===== config.mk =====
export PLATFORM = sky130hd
export DESIGN_NAME = fifo_dma_req
export DESIGN_NICKNAME = d
export VERILOG_FILES = /design/src/rtl/dmareq_pkg.sv /design/src/rtl/dmareq_thresh_reg.sv /design/src/rtl/dmareq_level_cmp.sv /design/src/rtl/fifo_dma_req.sv
export SDC_FILE = /design/constraint.sdc
export NUM_CORES = 1
export LEC_CHECK = 0
export BUFFER_PORTS_ARGS = -buffer_cell sky130_fd_sc_hd__buf_2
export CORE_MARGIN = 3
export CORE_UTILIZATION = 52
export CTS_BUF_LIST = sky130_fd_sc_hd__clkbuf_16
export DETAILED_ROUTE_END_ITERATION = 10
export PLACE_DENSITY_LB_ADDON = 0.25
export SLEW_MARGIN = 20
export SYNTH_ARGS = -nofsm -noshare
export SYNTH_HDL_FRONTEND = slang
export SYNTH_SLANG_ARGS = --single-unit

===== constraint.sdc =====
create_clock -name clk -period 1.7 [get_ports clk]
set_input_delay 0.17 -clock clk [delete_from_list [all_inputs] [get_ports clk]]
set_output_delay 0.17 -clock clk [all_outputs]
set_load 0.03 [all_outputs]

===== src/rtl/dmareq_pkg.sv =====
package dmareq_pkg;

    localparam int LVL_W = 8;

    typedef logic [LVL_W-1:0] level_t;

    // Field order matches the 32-bit write layout from MSB down.
    typedef struct packed {
        level_t rx_panic;
        level_t rx_req;
        level_t tx_panic;
        level_t tx_req;
    } thresh_t;

    localparam int CFG_W = $bits(thresh_t);

    localparam thresh_t THRESH_RST = '{
        rx_panic: 8'h30,
        rx_req:   8'h20,
        tx_panic: 8'h10,
        tx_req:   8'h20
    };

    typedef struct packed {
        logic tx_req;
        logic tx_panic;
        logic rx_req;
        logic rx_panic;
    } dma_sig_t;

    function automatic logic fill_above(level_t lvl, level_t thr);
        return lvl > thr;
    endfunction

    function automatic logic drain_at_or_below(level_t lvl, level_t thr);
        return lvl <= thr;
    endfunction

endpackage


===== src/rtl/dmareq_thresh_reg.sv =====
module dmareq_thresh_reg
    import dmareq_pkg::*;
(
    input  logic             clk,
    input  logic             rst,
    input  logic             we,
    input  logic [CFG_W-1:0] wdata,
    output thresh_t          thr
);
    always_ff @(posedge clk) begin
        if (rst)
            thr <= THRESH_RST;
        else if (we)
            thr <= thresh_t'(wdata);
    end
endmodule


===== src/rtl/dmareq_level_cmp.sv =====
module dmareq_level_cmp
    import dmareq_pkg::*;
#(
    parameter bit FILL_SIDE = 1'b1
) (
    input  level_t lvl,
    input  level_t thr,
    output logic   hit
);
    generate
        if (FILL_SIDE) begin : g_fill
            assign hit = fill_above(lvl, thr);
        end else begin : g_drain
            assign hit = drain_at_or_below(lvl, thr);
        end
    endgenerate
endmodule


===== src/rtl/fifo_dma_req.sv =====
module fifo_dma_req
    import dmareq_pkg::*;
(
    input  logic        clk,
    input  logic        rst,
    input  logic        dma_en,
    input  logic [7:0]  tx_level,
    input  logic [7:0]  rx_level,
    input  logic        xfer_done,
    input  logic        cfg_we,
    input  logic [31:0] cfg_wdata,
    output logic        tx_req,
    output logic        tx_panic,
    output logic        rx_req,
    output logic        rx_panic
);
    thresh_t  thr;
    dma_sig_t hit;
    dma_sig_t nxt;
    dma_sig_t q;
    logic     rx_tail;

    dmareq_thresh_reg u_thr (
        .clk   (clk),
        .rst   (rst),
        .we    (cfg_we),
        .wdata (cfg_wdata),
        .thr   (thr)
    );

    dmareq_level_cmp #(.FILL_SIDE(1'b1)) u_rxp (
        .lvl(rx_level), .thr(thr.rx_panic), .hit(hit.rx_panic));
    dmareq_level_cmp #(.FILL_SIDE(1'b1)) u_rxr (
        .lvl(rx_level), .thr(thr.rx_req),   .hit(hit.rx_req));
    dmareq_level_cmp #(.FILL_SIDE(1'b0)) u_txp (
        .lvl(tx_level), .thr(thr.tx_panic), .hit(hit.tx_panic));
    dmareq_level_cmp #(.FILL_SIDE(1'b0)) u_txr (
        .lvl(tx_level), .thr(thr.tx_req),   .hit(hit.tx_req));

    assign rx_tail = xfer_done && (rx_level != '0);

    always_comb begin
        nxt = '0;
        if (dma_en) begin
            nxt          = hit;
            nxt.rx_req   = hit.rx_req | rx_tail;
        end
    end

    always_ff @(posedge clk) begin
        if (rst)
            q <= '0;
        else
            q <= nxt;
    end

    assign tx_req   = q.tx_req;
    assign tx_panic = q.tx_panic;
    assign rx_req   = q.rx_req;
    assign rx_panic = q.rx_panic;
endmodule


# After elaboration in Yosys (flattened, before gate mapping)
# Cells that the tools add are included.
# totals
elab_cells,17
out_inout_bits,4
input_bits,53
regBits,36
# classes
magnitude_cmp,4
n_bitwise,2
reduce_logical,3
# ops
cell,n
$gt 8x8->1,2
$le 8x8->1,2
$reduce_bool 8->1,1
$reduce_or 2->1,1
$logic_and 1x1->1,1
$not 1->1,1
$or 1x1->1,1

# Longest topological paths before layout
# Gate-level depths: netlist of the first run.
# depth
depth_word,3
mapped_depth,6

# Hierarchy
# A second synthesis of the first run with hierarchy kept.
# unflattened
cells_unflattened,223
hier_area_um2,2142.1
# by_module_without_submodules
module,area_each_um2,cells_per_inst,n_inst
dmareq_thresh_reg,1171.1,103,1
dmareq_level_cmp (u_rxp ...),216.5,27,2
dmareq_level_cmp (u_txp ...),196.4,27,2
fifo_dma_req,145.1,12,1

# Least setup slack after synthesis of the first run
# Ideal clock, no wire load.
# synth_timing
kind,reg-to-reg
start,"register, netlist name u_thr.thr[15]"
end,"register q, in the netlist tx_panic"
required_time_ns,1.614
t_arrival_ns,1.218
path_stages_with_launch,7
setup_slack_ns,0.397
n_path_buf,0
cell_sequence,dfxtp_1 inv_1 ha_1 nand4_1 nor3_1 nor2_1 a211oi_1
# synth_between
elab_chain_len,1
# synth_lines
element,line,rtl
$le 8x8->1,dmareq_pkg.sv:36,return lvl <= thr;
end signal: assignment,fifo_dma_req.sv:54,q <= nxt;
end: declaration,fifo_dma_req.sv:20,dma_sig_t q;
# No other way between the ends.
# A chain may end at the register's enable or synchronous reset.

# Worst setup path in the final report of the first run
# layout_timing
start,"register, netlist name u_thr.thr[15]"
end,"register q, in the netlist tx_panic"
# layout_between
elab_chain_len,1
# layout_lines
element,line
$le 8x8->1,dmareq_pkg.sv:36
# No other way between the ends.

==> flow_summary_export.csv, run 1 <==
group,metric,value,unit
worst_setup_path,crit_start,"u_thr.thr[15]",
floorplanning,die_w,68.47,um
clock_tree,root_buffer,"clkbuf_16",
routing,dr.pass1.iters,4,
synthesis,netlist_area,2029,um2
final_layout,multi_input_area,1149,um2
global_routing,grt.met1_usage,20.74,%
floorplanning,fp.dieH,68.47,um
sta,worst_slack,296.6,ps
synthesis,avgSynthCellArea,8.940,um2
clock_tree,post_cts_buffers,0,
placement,portBuffers,56,
routing,via_per_inst,5.117,
worst_setup_path,ff2ff_path_depth,6,
floorplanning,pin_count,57,
synthesis,synth_most_common_cell,"dfxtp_1",
sta,worst_pin_slew,376.9,ps
sta,post-route-min-period,1403,ps
synthesis,synth.distinct_cells,26,
floorplanning,start_util,54.61,%
clock_tree,path_clk_slew,50,ps
global_routing,first_global_vias,1631,
worst_setup_path,path_class,"flip-flop to flip-flop",
clock_tree,cts_tree,"yes",
clock_tree,cts_resized,0,
synthesis,yosys_warnings,0,
sta,max_slew_margin,74.88,%
sta,finalClockSkew,1.509,ps
worst_setup_path,worst_setup_path_end_kind,"flip-flop",
synthesis,synth_ff_type,"dfxtp_1",
worst_setup_path,cp.depth,6,
power,total_power,0.002149,W
routing,drt_iter0_drc,41,
synthesis,synth_edf_count,0,
global_routing,grt_pass1_wl,6672,um
sta,rsz0062_at_grt,"false",
routing,wl_per_cell,12.38,um
synthesis,synth_area_leaders,"dfxtp_1 (36%), ha_1 (20%), mux2i_1 (13%)",
placement,gp_congestion,0.7814,
worst_setup_path,crit_chain,"inv_1, ha_1, nand4_1, nor3_1, nor2_1, a211oi_1",
sta,finalCritPeriodShare,82.55,%
sta,max_freq,712.6,MHz
worst_setup_path,critPathLaunchType,"flip-flop",
routing,drt-total-wl,4135,um
power,power_density,860.4,nW/um2
sta,fin_setup_tns,0,ps
worst_setup_path,critPathMaxFanout,3,
final_layout,drive_gt1_share,22.73,%
synthesis,synth_top_area_cell,"dfxtp_1",
final_layout,nets,370,
worst_setup_path,crit_family,"simple AND/OR/NAND/NOR gates",
power,ir_worst_vdd,0.5844,mV
synthesis,async_flop_share,0,%
global_routing,grt_max_degree,29,
synthesis,synth_seq_cells,36,
placement,pre_cts_ws,290.5,ps
run_status,status,"complete, no violations",
final_layout,area_growth,23.06,%
worst_setup_path,r2r_end,"tx_panic",
worst_setup_path,crit_arrival,1600,ps
synthesis,synth_nets,312,
final_layout,stdcell_count,334,
clock_tree,cts.sinks,36,
power,pwr-share-clk,39.5,%
worst_setup_path,crit_end,"tx_panic",
power,switching_power,0.0005446,W
synthesis,netlist.area_leader.share,35.51,%
final_layout,final-seq-area,720.7,um2
power,swShare,25.34,%
global_routing,antenna_found_initial,0,
power,power.share.sequential,42.7,%
final_layout,antenna_cells,0,
placement,post-place-cells,326,
floorplanning,core-area,3716,um2
floorplanning,design.die.area,4688,um2
hold_path,hold_depth,3,
routing,drc_errors,0,
sta,setup_viol,0,
sta,finalHoldViolCount,0,
worst_setup_path,required,1890,ps
clock_tree,numCtsBuffers,5,
worst_setup_path,r2r_setup_slack,300,ps
final_layout,fill_cells,320,
routing,vias,1709,
power,leakage,1.273,nW
run,cap_violations,0,
synthesis,synthTopCellsByCount,"dfxtp_1 (36), inv_1 (33), ha_1 (32), nor2_1 (31), mux2i_1 (27)",
global_routing,grt.busiest_layer,"met2",
hold_path,min_path_type,"input port to flip-flop",
power,p_comb_share,17.8,%
worst_setup_path,r2r_start,"u_thr.thr[15]",
placement,dp_hpwl,3182,um
sta,drv_slew,0,
clock_tree,ctsLongestPathBuffers,2,
worst_setup_path,worst_path_largest_cell_delay,330,ps
synthesis,ys_seq_area_share,35.51,%
global_routing,grt_util_all_layers,19.22,%
global_routing,use_met3,6.897,%
synthesis,netlist_instances,227,
clock_tree,clk_latency,280,ps
clock_tree,cts_hold_buf,0,
global_routing,overflow,0,
clock_tree,h-tree-depth,2,
global_routing,groute.layer.met2.usage,33.85,%
worst_setup_path,critPathBufInv,1,
worst_setup_path,slowest_stage,"dfxtp_1",
power,p_int,0.001604,W
floorplanning,rows,22,
routing,ant_nets,0,
[worst min-delay path, stage by stage]
cell	delay (ps)
buf_2	70
nand2_1	40
o211ai_1	60
[area by class of cell]
class	instances	share of cell area [%]
multi-input combinational	151	45.99
tap	48	2.405
inverter	33	4.960
timing repair buffer	58	12.32
clock inverter	3	0.4509
clock buffer	5	5.010
sequential	36	28.86
[state kept, by name (all words and copies together), names as in the netlist]
register   count
u_thr.thr     32
rx_panic       1
rx_req         1
tx_panic       1
tx_req         1
[power groups by stage]
stage / sequential, W / clock (W) / combinational [W]
final: 0.000918 / 0.000849 / 0.000382
after global routing: 0.000923 / 0.000899 / 0.000439
after CTS: 0.000919 / 0.000865 / 0.000388
after global placement: 0.000935 / 0 / 0.000371
after detailed placement: 0.000936 / 0 / 0.000380
after floorplan: 0.000943 / 0 / 0.000239
[placed cells by master, fill, tap and decap left out]
cell type	count
buf_12	1
nor4_2	1
nor2b_1	2
dfxtp_1	36
a21o_1	3
ha_1	32
clkinv_1	1
buf_2	56
buf_4	1
a21boi_1	1
nand4_1	4
inv_1	35
nor3_1	3
o21a_1	1
o21ai_0	5
clkbuf_16	5
o211ai_1	6
mux2i_1	27
nand2_1	11
a21oi_1	14
nand3_1	2
a2111oi_2	1
a211oi_1	3
nor2_1	31
nor4_1	1
nand2b_1	1
and4_1	2
[per-layer routing]
layer,vias up,part of all wire (%)
li1,888,-
met1,766,42
met2,46,50
met3,9,5.9
met4,0,2.0
met5,-,0
[through the flow]
step           hold slack [ps]  area, um2  utilization [%]
2_1_floorplan            300.4       2029                -
5_1_grt                  128.4       2497            67.21
6_report                 107.2       2497            67.21
4_1_cts                  105.5       2497            67.21
3_5_place_dp             391.7       2361            63.54
3_3_place_gp             385.4       2361            63.54
[logic make-up after synthesis]
logic type,after synthesis,share of synthesized area (%)
and+or+nand+nor,58,12.95
muxes,27,13.32
adders and majority gates,32,19.73
buffers and inverters,40,7.891
AOI/OAI and AO/OA,34,10.60
DFF,36,35.51
[worst min-delay path by stage]
stage | start | to
final | cfg_wdata[28] | u_thr.thr[28]
after global routing | cfg_wdata[29] | u_thr.thr[29]
after CTS | cfg_wdata[28] | u_thr.thr[28]
after detailed placement | cfg_wdata[28] | u_thr.thr[28]
after global placement | cfg_wdata[28] | u_thr.thr[28]
after floorplan | cfg_wdata[12] | u_thr.thr[12]
No activity file was read; power rests on OpenSTA's default activity.
==> inputs of run 2 (changes only) <==
--- a/config.mk
+++ b/config.mk
@@ -5,9 +5,10 @@
 export SDC_FILE = /design/constraint.sdc
 export NUM_CORES = 1
 export LEC_CHECK = 0
+export ABC_AREA = 1
 export BUFFER_PORTS_ARGS = -buffer_cell sky130_fd_sc_hd__buf_2
 export CORE_MARGIN = 3
-export CORE_UTILIZATION = 52
+export CORE_UTILIZATION = 47
 export CTS_BUF_LIST = sky130_fd_sc_hd__clkbuf_16
 export DETAILED_ROUTE_END_ITERATION = 10
 export PLACE_DENSITY_LB_ADDON = 0.25
==> constraint.sdc (replaced) <==
create_clock -name clk -period 1.2 [get_ports clk]
set_input_delay 0.12 -clock clk [delete_from_list [all_inputs] [get_ports clk]]
set_output_delay 0.12 -clock clk [all_outputs]
set_load 0.03 [all_outputs]
==> run 2 against run 1 <==
Clock power increased by 43%. Die area increased by 7.6%. Total power increased by 54%.
==> flow_summary_export.csv, run 2 <==
group,metric,value,unit
run_status,status,"complete, no violations",
worst_setup_path,cp.depth,6,
clock_tree,numCtsBuffers,5,
synthesis,synth_seq_cells,36,
power,p_int,0.002395,W
synthesis,synth_ff_type,"dfxtp_1",
floorplanning,core-area,4029,um2
clock_tree,cts_tree,"yes",
clock_tree,root_buffer,"clkbuf_16",
floorplanning,die_w,71.04,um
placement,portBuffers,56,
worst_setup_path,ff2ff_path_depth,6,
power,ir_worst_vdd,1.345,mV
sta,fin_setup_tns,0,ps
final_layout,regMostFlops,"u_thr.thr",
synthesis,synth_compound_area_share,22.47,%
routing,via_per_inst,5.086,
placement,pre_cts_ws,-49.22,ps
final_layout,final_common_cell,"buf_2",
final_layout,antenna_cells,0,
synthesis,synth_top_area_cell,"dfxtp_1",
floorplanning,fp.dieH,71.04,um
power,power_density,1188,nW/um2
power,swShare,27.71,%
synthesis,yosys_warnings,0,
synthesis,synth-xor-area-share,0,%
sta,max_slew_margin,82.99,%
floorplanning,start_util,49.35,%
worst_setup_path,path_class,"flip-flop to flip-flop",
clock_tree,ctsLongestPathBuffers,2,
worst_setup_path,worst_path_largest_cell_delay,310,ps
worst_setup_path,critPathMaxFanout,2,
sta,finalHoldViolCount,0,
synthesis,synthSimpleGateAreaFrac,10.13,%
sta,max_freq,855.3,MHz
placement,dp_hpwl,3223,um
worst_setup_path,required,1370,ps
clock_tree,clk_latency,280,ps
sta,worst_pin_slew,255.2,ps
hold_path,min_path_type,"input port to flip-flop",
worst_setup_path,r2r_start,"u_thr.thr[25]",
floorplanning,rows,23,
routing,dr.pass1.iters,4,
synthesis,synth_nets,338,
synthesis,synthTopCellsByCount,"a21oi_1 (46), inv_1 (39), dfxtp_1 (36), ha_1 (32), o21ai_0 (30)",
synthesis,netlist_area,1988,um2
synthesis,netlist_instances,253,
worst_setup_path,crit_start,"u_thr.thr[25]",
worst_setup_path,crit_arrival,1340,ps
worst_setup_path,critPathLaunchType,"flip-flop",
routing,drt_iter0_drc,90,
floorplanning,pin_count,57,
sta,finalClockSkew,4.151,ps
synthesis,synth_edf_count,0,
synthesis,synth_area_leaders,"dfxtp_1 (36%), ha_1 (20%), a21oi_1 (12%)",
power,p_comb_share,23.7,%
clock_tree,cts_hold_buf,0,
worst_setup_path,worst_setup_path_end_kind,"flip-flop",
sta,post-route-min-period,1169,ps
synthesis,ys_seq_area_share,36.25,%
clock_tree,path_clk_slew,50,ps
worst_setup_path,crit_family,"compound AO/OA/AOI/OAI gates",
worst_setup_path,crit_end,"rx_panic",
worst_setup_path,critPathBufInv,1,
synthesis,netlist.area_leader.share,36.25,%
routing,ant_nets,0,
final_layout,final_util,69.22,%
power,pwr-share-clk,36.6,%
sta,setup_viol,0,
synthesis,synth_adder_area_share,20.14,%
final_layout,drive_gt1_share,45.02,%
clock_tree,cts.sinks,36,
clock_tree,h-tree-depth,2,
routing,drc_errors,0,
run,cap_violations,0,
final_layout,nets,395,
sta,drv_slew,0,
sta,worst_slack,30.86,ps
synthesis,avgSynthCellArea,7.858,um2
global_routing,first_global_vias,1734,
power,power.share.sequential,39.6,%
routing,vias,1836,
synthesis,synthMuxAreaShare,0,%
synthesis,async_flop_share,0,%
global_routing,antenna_found_initial,0,
global_routing,grt_util_all_layers,18.49,%
routing,wl_per_cell,13.27,um
synthesis,synth_most_common_cell,"a21oi_1",
worst_setup_path,slowest_stage,"dfxtp_1",
worst_setup_path,r2r_end,"rx_panic",
worst_setup_path,crit_chain,"inv_1, ha_1, a21oi_1, o21ai_1, nand2_1, a21oi_2",
synthesis,synth.distinct_cells,18,
power,leakage,1.244,nW
final_layout,area_growth,40.28,%
global_routing,grt_pass1_wl,7465,um
placement,gp_congestion,0.8711,
global_routing,overflow,0,
floorplanning,design.die.area,5047,um2
synthesis,synth_top_family_by_area,"compound AO/OA/AOI/OAI gates",
routing,drt-total-wl,4791,um
sta,finalCritPeriodShare,97.43,%
power,switching_power,0.0009181,W
global_routing,grt_max_degree,51,
final_layout,layout_common_cells,"buf_2 (56), a21oi_1 (36), o21ai_0 (27), dfxtp_1 (27), inv_1 (24)",
worst_setup_path,r2r_setup_slack,30,ps
final_layout,largest_reg_flops,32,
==> run 2: changes by cell type after synthesis, sizes merged, moves of 3 or more <==
cell / before / now
a211oi: 3 / 0
a21oi: 14 / 46
inv: 33 / 41
mux2i: 27 / 0
nand2: 11 / 26
nor2: 31 / 18
nor3: 3 / 0
o211ai: 6 / 0
o21ai: 5 / 35
==> run 2: worst min-delay path, delay by kind of cell <==
family                 cells  cell delay, ps
buffers and inverters      1              70
AO/OA/AOI/OAI              2             110
==> run 2: cell type report <==
type / count / area [um2]
clock buffer: 5 / 125.1
fill: 334 / 1240
timing repair buffer: 59 / 315.3
tap: 50 / 62.56
clock inverter: 3 / 13.76
sequential: 36 / 732.0
inverter: 41 / 153.9
multi-input combinational: 167 / 1386
==> run 2: how the worst min path moves through the flow <==
stage	depth (start not counted)	start	slack, ps	endpoint
floorplan	2	rst	220	u_thr.thr[12]
global placement	3	cfg_wdata[28]	340	u_thr.thr[28]
detailed placement	3	cfg_wdata[21]	350	u_thr.thr[21]
CTS	3	cfg_wdata[21]	60	u_thr.thr[21]
global route	3	cfg_wdata[21]	90	u_thr.thr[21]
finish	3	cfg_wdata[21]	60	u_thr.thr[21]
==> run 2: power groups by stage <==
stage,registers [W],clock network (W),logic [W]
CTS,0.00130,0.00125,0.000588
global placement,0.00133,0,0.000542
finish,0.00131,0.00121,0.000787
global route,0.00132,0.00130,0.000894
detailed placement,0.00133,0,0.000564
floorplan,0.00134,0,0.000356
==> run 2: cell families (layout without fill, tap and decap cells) <==
| kind of cell | count (synthesis) | in the layout |
|---|---|---|
| AND/OR/NAND/NOR | 50 | 50 |
| flip-flops | 36 | 36 |
| buffers and inverters | 50 | 108 |
| adder cells (fa/ha/maj) | 32 | 32 |
| AO/OA/AOI/OAI | 85 | 85 |
==> run 2: per-stage QoR <==
stage / cells / power (W) / instance area, um2 / hold WS (ps)
2_1_floorplan: 253 / 0.001696 / 1988 / 219.7
3_3_place_gp: 353 / 0.001867 / 2301 / 336.7
3_5_place_dp: 353 / 0.001892 / 2301 / 346.6
4_1_cts: 361 / 0.003139 / 2474 / 58.41
5_1_grt: 361 / 0.003510 / 2789 / 89.60
6_report: 361 / 0.003313 / 2789 / 64.92
==> run 2: what timing repair did <==
item                                   4_1_cts  5_1_grt
setup buffers                                0        0
gates cloned                                 0        0
setup endpoints to repair                    2        4
endpoints found under the hold margin        0        0
pin swaps                                    3       25
resized for setup                            6       70
==> run 2: metal layers <==
| metal | track usage, % | part of all wire [%] | vias up |
|---|---|---|---|
| li1 | - | - | 955 |
| met1 | 22.99 | 44 | 836 |
| met2 | 31.31 | 50 | 37 |
| met3 | 3.977 | 4.3 | 8 |
| met4 | 6.889 | 1.3 | 0 |
| met5 | 0 | 0 | - |
